**src/rtl/sm_addsub.sv**
```systemverilog
module sm_addsub #(
  parameter int W = 8
) (
  input  logic [W-1:0] a,
  input  logic [W-1:0] b,
  input  logic         sub,
  output logic [W-1:0] res,
  output logic         ovf,
  output logic         zero
);
  localparam int MW = W - 1;

  logic          sa, sb;
  logic [MW-1:0] ma, mb;
  logic          same_sign;
  logic          a_ge_b;
  logic [MW:0]   mag_sum;
  logic [MW-1:0] mag_diff;
  logic [MW-1:0] mag;
  logic          sign_raw;

  assign sa = a[W-1];
  assign sb = b[W-1] ^ sub;
  assign ma = a[MW-1:0];
  assign mb = b[MW-1:0];

  assign same_sign = (sa == sb);
  assign a_ge_b    = (ma >= mb);
  assign mag_sum   = {1'b0, ma} + {1'b0, mb};
  assign mag_diff  = a_ge_b ? (ma - mb) : (mb - ma);

  assign mag      = same_sign ? mag_sum[MW-1:0] : mag_diff;
  assign sign_raw = same_sign ? sa : (a_ge_b ? sa : sb);

  assign ovf  = same_sign & mag_sum[MW];
  assign zero = (mag == '0);
  assign res  = {sign_raw & ~zero, mag};

  always_comb begin
    if (zero) AST_ZERO_POSITIVE: assert (res[W-1] == 1'b0);
    if (ovf) AST_OVF_SAME_SIGN: assert (a[W-1] == (b[W-1] ^ sub));
    if ((a[W-1] != (b[W-1] ^ sub)) && (a[MW-1:0] == b[MW-1:0]))
      AST_CANCEL_TO_ZERO: assert (res == '0 && !ovf);
    if ((a[W-1] == (b[W-1] ^ sub)) && (res[MW-1:0] != '0))
      AST_COMMON_SIGN: assert (res[W-1] == a[W-1]);
    if (a[W-1] != (b[W-1] ^ sub))
      AST_DIFF_BOUNDED: assert (res[MW-1:0] <= a[MW-1:0] || res[MW-1:0] <= b[MW-1:0]);
  end
endmodule

```
**config.mk**
```make
export PLATFORM = sky130hd
export DESIGN_NAME = sm_addsub
export DESIGN_NICKNAME = d
export VERILOG_FILES = /design/src/rtl/sm_addsub.sv
export SDC_FILE = /design/constraint.sdc
export NUM_CORES = 1
export LEC_CHECK = 0
export BUFFER_PORTS_ARGS = -buffer_cell sky130_fd_sc_hd__buf_2
export CORE_ASPECT_RATIO = 1.5
export CORE_UTILIZATION = 35
export DETAILED_ROUTE_END_ITERATION = 8
export SYNTH_ARGS = -nofsm -noshare
export SYNTH_HDL_FRONTEND = slang
export SYNTH_SLANG_ARGS = --single-unit
```
**constraint.sdc**
```tcl
create_clock -name vclk -period 2
set_clock_uncertainty 0.2 [all_clocks]
set_input_delay 0 -clock vclk [all_inputs]
set_output_delay 0 -clock vclk [all_outputs]
set_load 0.05 [all_outputs]
```
==> reports/metrics.cfg <==
[final_layout]
antenna_cells = 0
regArea_sq_um = 0
nClkBuffers = 0
layout_common_cells = 50 x buf_4, 26 x buf_6, 12 x inv_1
fillers = 178
fin_area_sq_mm = 0.00216
final_cells = 256
final_core_util_pct = 79.0
final_common_cell = buf_4
design.seq.count = 0
syn2layout_area_growth_pct = 110
layout.nets = 262
layout-drive-gt1-share_pct = 64.8

[sta]
max_freq_mhz = 422
tns_ns = -1.27
worst_slew_pin_slew_ns = 0.542
period_share_pct = 119
slew_violations = 0
setup_slack_ns = -0.372
slew_headroom_pct = 63.7
hold_violations = 0
rsz0062_at_grt = yes
fin_hold_ws_ns = 0.310
fin_crit_ns = 2.37
setup_violations = 6

[die]
core_area_sq_mm = 0.00273
die_h_um = 68.5
dieWidth_um = 46.3
rows = 23
io_pins = 27
start_util_pct = 37.7
die_area_sq_mm = 0.00317

[pwr]
p_seq_share_pct = 0
switchingPower_uw = 556
netSwitchingFraction_pct = 53.6
clockPowerShare_pct = 0
powerDensity_mw_per_mm2 = 480
p_leak_nw = 0.974
power.internal_uw = 481
total_power_mw = 1.04
comb_power_share_pct = 100.0
peakVddDrop_mv = 0.396

[placed_design]
gp_congestion = 0.873
numPortBuffers = 27
place_area_sq_mm = 0.00166
hpwl_um = 2810
post-place-ws_ns = -0.591
dp.cells = 245

[global_routing]
antenna_found_initial = 0
grt_pass1_wl_um = 5930
grt_max_degree = 15
grt_pass1_vias = 1383
grt_overflow = 0
grt_use_total_pct = 24.9

[detailed_routing]
num_vias = 1365
routed_wl_um = 3930
vias_per_cell = 5.33
postRouteAntennaNets = 0
drt-pass1-iter-count = 4
wire_per_inst_um = 15.4
drt_first_iter_violations = 37
drc = 0

[logic_synthesis]
yosys_warnings = 0
syn_area_sq_mm = 0.00103
netlist.area_leader.share_pct = 25.5
syn_area_per_cell_sq_um = 7.42
synthesis.nets = 180
synth_top_cell_by_area = ha_1
synth_cell_types = 43
synth_cells = 139
ys_seq_area_share_pct = 0
netlist_top_cells_area = ha_1 25%, inv_1 8.4%, a21oi_1 5.8%, fa_1 5.8%, nor2_1 3.3%

[setup_path]
worstPathRequired_ns = 1.80
critPathLaunchType = input port
cp-end-kind = output port
crit_start = a[0]
path_class = in -> out
critical_path_peak_fanout = 7
endpoint = res[7]
arrival_ns = 2.17

[status]
status = finished, violations left
violations = setup timing

[job]
maxCapViolCount = 0

[hold_path]
min_path_type = in -> out

[clock_network]
hold_buffers = 0

-- synthesized netlist by cell type (2+ instances only) --
master,n
fa_1,3
nor2_1,9
xnor2_1,2
o31ai_1,2
or4_1,2
o2111ai_1,2
buf_2,4
a211o_1,2
inv_1,23
nand4_1,5
nor2b_1,3
o21ai_0,2
o21ai_1,2
xor2_1,3
a21o_1,2
a21oi_1,12
a211oi_1,3
ha_1,21
o211ai_1,4
nand2_1,4
nand4_2,2
a31oi_1,4
nor3_1,3
-- routing by layer --
metal	vias up	track usage, %	wire length, um
met1	646	25.5	1340
met5	-	0	0
met3	14	1.32	132
met2	49	49.1	2310
li1	656	-	-
met4	0	9.19	146
-- worst min-delay path by stage --
stage | end | cells after the start | startpoint
after floorplan | res[0] | 2 | b[0]
after global placement | res[7] | 4 | a[7]
after detailed placement | res[7] | 4 | a[7]
after CTS | res[7] | 4 | a[7]
after global routing | res[7] | 4 | a[7]
final | res[7] | 4 | a[7]
-- power groups by stage --
stage / sequential [mW] / clock [mW] / combinational [mW]
after global routing: 0 / 0 / 1.10
after floorplan: 0 / 0 / 0.512
after detailed placement: 0 / 0 / 0.777
after global placement: 0 / 0 / 0.765
final: 0 / 0 / 1.04
after CTS: 0 / 0 / 0.942
-- critical path, cell delays in order --
cell and delay [ns]:
buf_8 0.11, inv_4 0.05, ha_4 0.18, nand2b_4 0.13, a211o_1 0.32, a21o_1 0.20, buf_6 0.14, or4_4 0.43
nand4_4 0.09, nor4_4 0.05, buf_4 0.14, a31oi_4 0.15, buf_6 0.17
-- repair_timing --
action | 4_1_cts | 5_1_grt
gates cloned | 0 | 0
setup endpoints to repair | 8 | 8
pin swaps | 26 | 6
gates resized for setup | 77 | 28
setup buffers | 10 | 3
-- cell families (layout without fill, tap and decap cells) --
| family | count (synthesis) | after routing | share of synthesized area, % |
|---|---|---|---|
| AOI/OAI and AO/OA | 41 | 41 | 26.9 |
| and+or+nand+nor | 38 | 38 | 23.1 |
| xor gates and xnor gates | 6 | 6 | 6.55 |
| buffers and inverters | 30 | 110 | 12.1 |
| adders and majority gates | 24 | 24 | 31.3 |
-- area by class of cell --
type | count | area [sq um] | share of cell area, %
inverter | 24 | 101 | 4.69
multi-input combinational | 109 | 1240 | 57.6
tap | 37 | 46.3 | 2.14
timing repair buffer | 86 | 768 | 35.6
(Power assumes the default switching activity.)
